==> src/rtl/pix_tile_pkg.sv <==
package pix_tile_pkg;
   typedef enum logic {
      PH_FILL  = 1'b0,
      PH_DRAIN = 1'b1
   } phase_t;
endpackage

==> src/rtl/tile_phase_ctrl.sv <==
module tile_phase_ctrl
   import pix_tile_pkg::*;
#(
   parameter int N = 8,
   localparam int IW = $clog2(N)
) (
   input  logic          clk,
   input  logic          rst_n,
   input  logic          in_valid,
   input  logic          out_ready,
   output logic          in_ready,
   output logic          out_valid,
   output logic          wr_fire,
   output logic          tile_end,
   output logic [IW-1:0] idx
);
   localparam logic [IW-1:0] IDX_LAST = IW'(N - 1);

   phase_t        phase_q;
   logic [IW-1:0] idx_q;
   logic          rd_fire;

   assign in_ready  = (phase_q == PH_FILL);
   assign out_valid = (phase_q == PH_DRAIN);
   assign wr_fire   = in_ready & in_valid;
   assign rd_fire   = out_valid & out_ready;
   assign tile_end  = rd_fire && (idx_q == IDX_LAST);
   assign idx       = idx_q;

   always_ff @(posedge clk) begin
      if (!rst_n) begin
         phase_q <= PH_FILL;
         idx_q   <= '0;
      end else if (wr_fire || rd_fire) begin
         if (idx_q == IDX_LAST) begin
            idx_q   <= '0;
            phase_q <= (phase_q == PH_FILL) ? PH_DRAIN : PH_FILL;
         end else begin
            idx_q <= idx_q + 1'b1;
         end
      end
   end
endmodule

==> src/rtl/tile_store.sv <==
module tile_store #(
   parameter int N = 8,
   localparam int IW = $clog2(N)
) (
   input  logic           clk,
   input  logic           wr_en,
   input  logic [IW-1:0]  wr_row,
   input  logic [N-1:0]   wr_data,
   output logic [N*N-1:0] rows_flat
);
   for (genvar r = 0; r < N; r++) begin : g_row
      logic [N-1:0] row_q;
      always_ff @(posedge clk) begin
         if (wr_en && (wr_row == IW'(r))) row_q <= wr_data;
      end
      assign rows_flat[r*N +: N] = row_q;
   end
endmodule

==> src/rtl/bit_transpose.sv <==
module bit_transpose #(
   parameter int N = 8,
   localparam int IW = $clog2(N)
) (
   input  logic [N*N-1:0] rows_flat,
   input  logic [IW-1:0]  col_sel,
   output logic [N-1:0]   col_byte
);
   logic [IW-1:0] bit_pos;
   assign bit_pos = IW'(N - 1) - col_sel;

   for (genvar r = 0; r < N; r++) begin : g_tap
      logic [N-1:0] row_w;
      assign row_w       = rows_flat[r*N +: N];
      assign col_byte[r] = row_w[bit_pos];
   end
endmodule

==> src/rtl/tile_walker.sv <==
module tile_walker #(
   parameter int TX = 16,
   parameter int TY = 8,
   localparam int XW = $clog2(TX),
   localparam int YW = $clog2(TY)
) (
   input  logic          clk,
   input  logic          rst_n,
   input  logic          tile_end,
   output logic [XW-1:0] tile_x,
   output logic [YW-1:0] tile_y,
   output logic          frame_done
);
   localparam logic [XW-1:0] X_LAST = XW'(TX - 1);
   localparam logic [YW-1:0] Y_LAST = YW'(TY - 1);

   always_ff @(posedge clk) begin
      if (!rst_n) begin
         tile_x     <= '0;
         tile_y     <= '0;
         frame_done <= 1'b0;
      end else begin
         frame_done <= tile_end && (tile_x == X_LAST) && (tile_y == Y_LAST);
         if (tile_end) begin
            if (tile_x == X_LAST) begin
               tile_x <= '0;
               tile_y <= (tile_y == Y_LAST) ? '0 : tile_y + 1'b1;
            end else begin
               tile_x <= tile_x + 1'b1;
            end
         end
      end
   end
endmodule

==> src/rtl/pix_tile_rotator.sv <==
module pix_tile_rotator #(
   parameter int TILE_N  = 8,
   parameter int FRAME_W = 128,
   parameter int FRAME_H = 64,
   localparam int IW = $clog2(TILE_N),
   localparam int TX = FRAME_W / TILE_N,
   localparam int TY = FRAME_H / TILE_N,
   localparam int XW = $clog2(TX),
   localparam int YW = $clog2(TY)
) (
   input  logic              clk,
   input  logic              rst_n,
   input  logic              in_valid,
   output logic              in_ready,
   input  logic [TILE_N-1:0] in_data,
   output logic              out_valid,
   input  logic              out_ready,
   output logic [TILE_N-1:0] out_data,
   output logic [IW-1:0]     out_col,
   output logic [XW-1:0]     out_tile_x,
   output logic [YW-1:0]     out_tile_y,
   output logic              frame_done
);
   if (TILE_N < 2 || (1 << IW) != TILE_N) begin : g_bad_tile
      $error("TILE_N must be a power of two of at least 2");
   end
   if (FRAME_W % TILE_N != 0 || FRAME_H % TILE_N != 0) begin : g_bad_frame
      $error("frame size must be a whole number of tiles");
   end
   if (TX < 2 || TY < 2 || (1 << XW) != TX || (1 << YW) != TY) begin : g_bad_grid
      $error("tile grid must be a power of two of at least 2 each way");
   end

   logic                     wr_fire;
   logic                     tile_end;
   logic [IW-1:0]            idx;
   logic [TILE_N*TILE_N-1:0] rows_flat;

   tile_phase_ctrl #(.N(TILE_N)) u_ctrl (
      .clk       (clk),
      .rst_n     (rst_n),
      .in_valid  (in_valid),
      .out_ready (out_ready),
      .in_ready  (in_ready),
      .out_valid (out_valid),
      .wr_fire   (wr_fire),
      .tile_end  (tile_end),
      .idx       (idx)
   );

   tile_store #(.N(TILE_N)) u_store (
      .clk       (clk),
      .wr_en     (wr_fire),
      .wr_row    (idx),
      .wr_data   (in_data),
      .rows_flat (rows_flat)
   );

   bit_transpose #(.N(TILE_N)) u_xpose (
      .rows_flat (rows_flat),
      .col_sel   (idx),
      .col_byte  (out_data)
   );

   tile_walker #(.TX(TX), .TY(TY)) u_walk (
      .clk        (clk),
      .rst_n      (rst_n),
      .tile_end   (tile_end),
      .tile_x     (out_tile_x),
      .tile_y     (out_tile_y),
      .frame_done (frame_done)
   );

   assign out_col = idx;
endmodule

==> config.mk <==
export PLATFORM = sky130hd
export DESIGN_NAME = pix_tile_rotator
export DESIGN_NICKNAME = d
export VERILOG_FILES = /design/src/rtl/pix_tile_pkg.sv /design/src/rtl/tile_phase_ctrl.sv /design/src/rtl/tile_store.sv /design/src/rtl/bit_transpose.sv /design/src/rtl/tile_walker.sv /design/src/rtl/pix_tile_rotator.sv
export SDC_FILE = /design/constraint.sdc
export NUM_CORES = 1
export LEC_CHECK = 0
export ABC_CLOCK_PERIOD_IN_PS = 2400
export BUFFER_PORTS_ARGS = -buffer_cell sky130_fd_sc_hd__buf_2
export CAP_MARGIN = 40
export CELL_PAD_IN_SITES_DETAIL_PLACEMENT = 0
export CELL_PAD_IN_SITES_GLOBAL_PLACEMENT = 1
export CORE_ASPECT_RATIO = 1.2
export CORE_UTILIZATION = 49
export DETAILED_ROUTE_END_ITERATION = 6
export HOLD_SLACK_MARGIN = 0.03
export PLACE_DENSITY_LB_ADDON = 0.1
export SLEW_MARGIN = 15
export SYNTH_ARGS = -nofsm -noshare
export SYNTH_HDL_FRONTEND = slang
export SYNTH_SLANG_ARGS = --single-unit
==> constraint.sdc <==
create_clock -name clk -period 2.4 [get_ports clk]
set_input_delay 0 -clock clk [delete_from_list [all_inputs] [get_ports clk]]
set_output_delay 0 -clock clk [all_outputs]
set_load 0.05 [all_outputs]
==> implementation parameters <==
Parameter                              Value

Status
  Status    finished clean

Setup path
  Critical Path Sink Type    register
  Worst flop-to-flop path startpoint    u_ctrl.idx[1]
  Setup slack on the worst flop-to-flop path    330 ps
  Largest fanout on the critical path    8
  Arrival time of the worst setup path    2350 ps
  Number of cells on the worst reg-to-reg path    6
  Startpoint types    register
  Last element of the critical path    u_walk.tile_y[0]
  Crit Path Class    reg2reg
  Endpoint of the worst-slack reg-to-reg timing path    u_walk.tile_y[0]
  CP required    2680 ps
  Timing startpoint of the critical path    u_ctrl.idx[1]

GRT
  Number of antenna violations at the first check in global routing    0
  Total routing usage reported by global routing    21.3%
  First-pass GRT wire length    9500 microns
  Number of global-route vias before repair    about 1900
  Pin count of the biggest net entering global routing    17
  Sum of overflow across all layers after global routing    0

Floorplan
  Top-Level Pins    33
  Total core area    around 6100 sq um
  Placement row count    31
  Die extent in y    about 89 microns
  Chip width    74.4 microns
  Starting Density    roughly 51%
  Die Outline Area    6620 sq um

Clock network
  Post-CTS setup buffer count    0
  Number of levels in the clock H-tree    3
  Source-to-sink clock delay at the later pin of the worst-skew pair    350 ps
  Number of sinks driven by the clock tree    76
  Clock slew seen by the registers of the worst setup and hold paths    ~80 ps
  CTS tree    done
  CTS root buffer    clkbuf_8
  Clock tree buffer depth    2
  Total clock buffers created by CTS    9

Finish
  Layout net count    around 270
  Total of fill cells in the finished design    500
  Antenna diode count    0
  Fraction of layout instances using a drive strength above 1    30.1%
  Area of all placed cells without fillers    3690 sq um
  Layout overhead on the synthesized area    19.5%

Detailed routing
  Wl on met1    2580 microns
  Via density per instance    around 5.4
  Count of nets left with antenna violations after detail routing    0
  Router iterations before antenna repair    4
  Wirelength, routed    a little over 6000 microns
  Total met3 wirelength after detailed routing    229 microns
  Count of vias placed by the detailed router    between 1500 and 2000
  WL per Instance    18.8 microns
  DRC violation count after routing    0
  Highest signal layer in the routed design    met4
  First-iteration detailed-routing DRC count    82
  Met2 layer wire length in the routed design    ~3300 microns

Timing
  Period Utilization, post-route    a little under nine tenths
  Setup Viol. Count Final    0
  Relative slew margins    56.5%
  Max Fclk    483 MHz
  Final hold violation count    0
  Final sum of negative setup slack    0 ps
  Setup repair after global routing missed its margin    no
  Clock skew    11.6 ps
  Transition time at the pin with the least slew margin    roughly 650 ps
  Final count of pins violating max slew    0
  Final period demand of the worst path    2070 ps

Power and ir drop
  Pwr dens    738 nW/um^2
  Static Leak    1.37 nW
  IR drop worst, VDD    0.607 mV

Synthesis
  Mapped Area    approximately 3100 sq um
  Fraction of the mapped netlist area in compound gates    2.31%
  Yosys Warn Count    0
  Xor and xnor fraction of the mapped netlist area    0.568%
  Simple-gate share of the synthesized area    8.80%
  Arithmetic-cell share of the synthesized area counting full adders, half adders and majority gates    approximately 3.6%
  Average instance area after synthesis    around 16 sq um
  Sequential fraction of the synthesis area    between 70% and 80%
  Synthesized Nets    208
  Count of state elements after synthesis    76
  Combinational family with the most area after synthesis    multiplexers
  Count of different cell masters after synthesis    29
  Share of cell area taken by muxes after synthesis    between 10 and 15%
  Instance count of the mapped netlist    ~190

Place
  Post-detailed-placement half-perimeter wirelength    around 4300 microns
  Buffers on Ports    32
  Placer's final routability congestion estimate    0.827
  Placed standard-cell area    around 3400 sq um

Worst hold path
  Hold Path Class    in2reg

Job
  Max-cap check violation count    0
-- worst max-delay path, cell delays in order, from the launching register on --
cell and delay [ps]:
dfxtp_1 530, buf_4 220, ha_1 170, ha_1 300
nand4_4 160, or4_1 490, a21oi_1 140
-- worst min path at each step --
stage,from,to,slack [ps],cells after the start
2_1_floorplan,in_data[0],u_store.g_row[0].row_q[0],100,0
3_3_place_gp,rst_n,u_walk.frame_done,270,2
3_5_place_dp,rst_n,u_walk.frame_done,260,2
4_1_cts,in_valid,u_store.g_row[0].row_q[3],120,3
5_1_grt,in_valid,u_store.g_row[0].row_q[3],170,3
6_report,in_valid,u_store.g_row[0].row_q[3],130,3
-- stage by stage --
stage	setup slack, ps	util, %	std cells	total power, mW	hold slack [ps]
3_5_place_dp	343	55.8	304	1.78	265
3_3_place_gp	396	55.6	302	1.77	271
2_1_floorplan	223	-	187	1.68	98.9
6_report	330	60.9	331	2.72	126
5_1_grt	160	60.9	331	2.81	172
4_1_cts	320	60.9	331	2.73	117
-- layout make-up --
type | instances | area (sq um) | area share, %
Sequential cell | 76 | 2160 | 58.7
Clock inverter | 7 | 75.1 | 2.04
Inverter | 5 | 18.8 | 0.509
Tap cell | 82 | 103 | 2.78
Timing Repair Buffer | 53 | 340 | 9.23
Multi-Input combinational cell | 99 | 863 | 23.4
Clock buffer | 9 | 124 | 3.36
-- registers in the layout, summed over array words and instances (netlist names) --
signal / cells
u_store.g_row.row_q: 64
u_walk.tile_x: 4
u_ctrl.idx: 3
u_walk.tile_y: 3
u_ctrl.out_valid: 1
u_walk.frame_done: 1
-- synth_stat cells --
cell type | number | share of area (%)
edfxtp_1 | 64 | 62
nand2_1 | 30 | 3.6
mux4_2 | 16 | 12
dfxtp_1 | 12 | 7.8
ha_1 | 9 | 3.6
a21oi_1 | 7 | 1.1
nor2_1 | 7 | 0.85
and3_1 | 4 | 0.81
inv_1 | 4 | 0.49
nor3_1 | 4 | 0.65
o21ai_0 | 4 | 0.65
buf_2 | 3 | 0.49
mux2i_1 | 3 | 0.97
nand3_1 | 3 | 0.49
clkbuf_1 | 2 | 0.24
xor2_1 | 2 | 0.57
a211oi_1 | 1 | 0.24
a311oi_1 | 1 | 0.28
and2_1 | 1 | 0.20
and4_2 | 1 | 0.32
buf_4 | 1 | 0.24
buf_6 | 1 | 0.36
clkinv_1 | 1 | 0.12
nand4_1 | 1 | 0.20
nand4_4 | 1 | 0.69
nand4b_1 | 1 | 0.28
nor2b_1 | 1 | 0.20
or3_1 | 1 | 0.20
or4_1 | 1 | 0.24
-- layer usage --
layer | vias to the layer above | track usage [%]
li1 | 831 | -
met3 | 10 | 5.30
met2 | 49 | 36.4
met1 | 903 | 25.8
met5 | - | 0
met4 | 0 | 9.09
-- report_power, final --
group          internal [mW]  switching, mW
sequential              1.46         0.0154
combinational         0.0963          0.184
clock                  0.483          0.482
-- cell usage in the layout (no fill, tap or decap), drive strengths merged, types with 3 or more instances in the layout --
cell type | synthesis | routed
a21oi | 7 | 7
and3 | 4 | 4
buf | 5 | 42
clkbuf | 2 | 9
clkinv | 1 | 4
dfxtp | 12 | 12
dlygate4sd3 | 0 | 11
edfxtp | 64 | 64
ha | 9 | 9
inv | 4 | 5
mux2i | 3 | 3
mux4 | 16 | 16
nand2 | 30 | 30
nand3 | 3 | 3
nor2 | 7 | 7
nor3 | 4 | 4
o21ai | 4 | 4
-- cell families (layout without fill, tap and decap cells) --
| kind of cell | after synthesis | after routing |
|---|---|---|
| buf+inv | 12 | 74 |
| compound gates | 13 | 13 |
| xor+xnor | 2 | 2 |
| simple gates | 56 | 56 |
| fa+ha+maj | 9 | 9 |
| mux | 19 | 19 |
| flops | 76 | 76 |
-- what timing repair did --
action | CTS | global route
hold endpoints to repair | 66 | 0
resized for setup | 0 | 0
hold buffers | 11 | 0
Note: power is estimated with default switching activity, not from simulation.
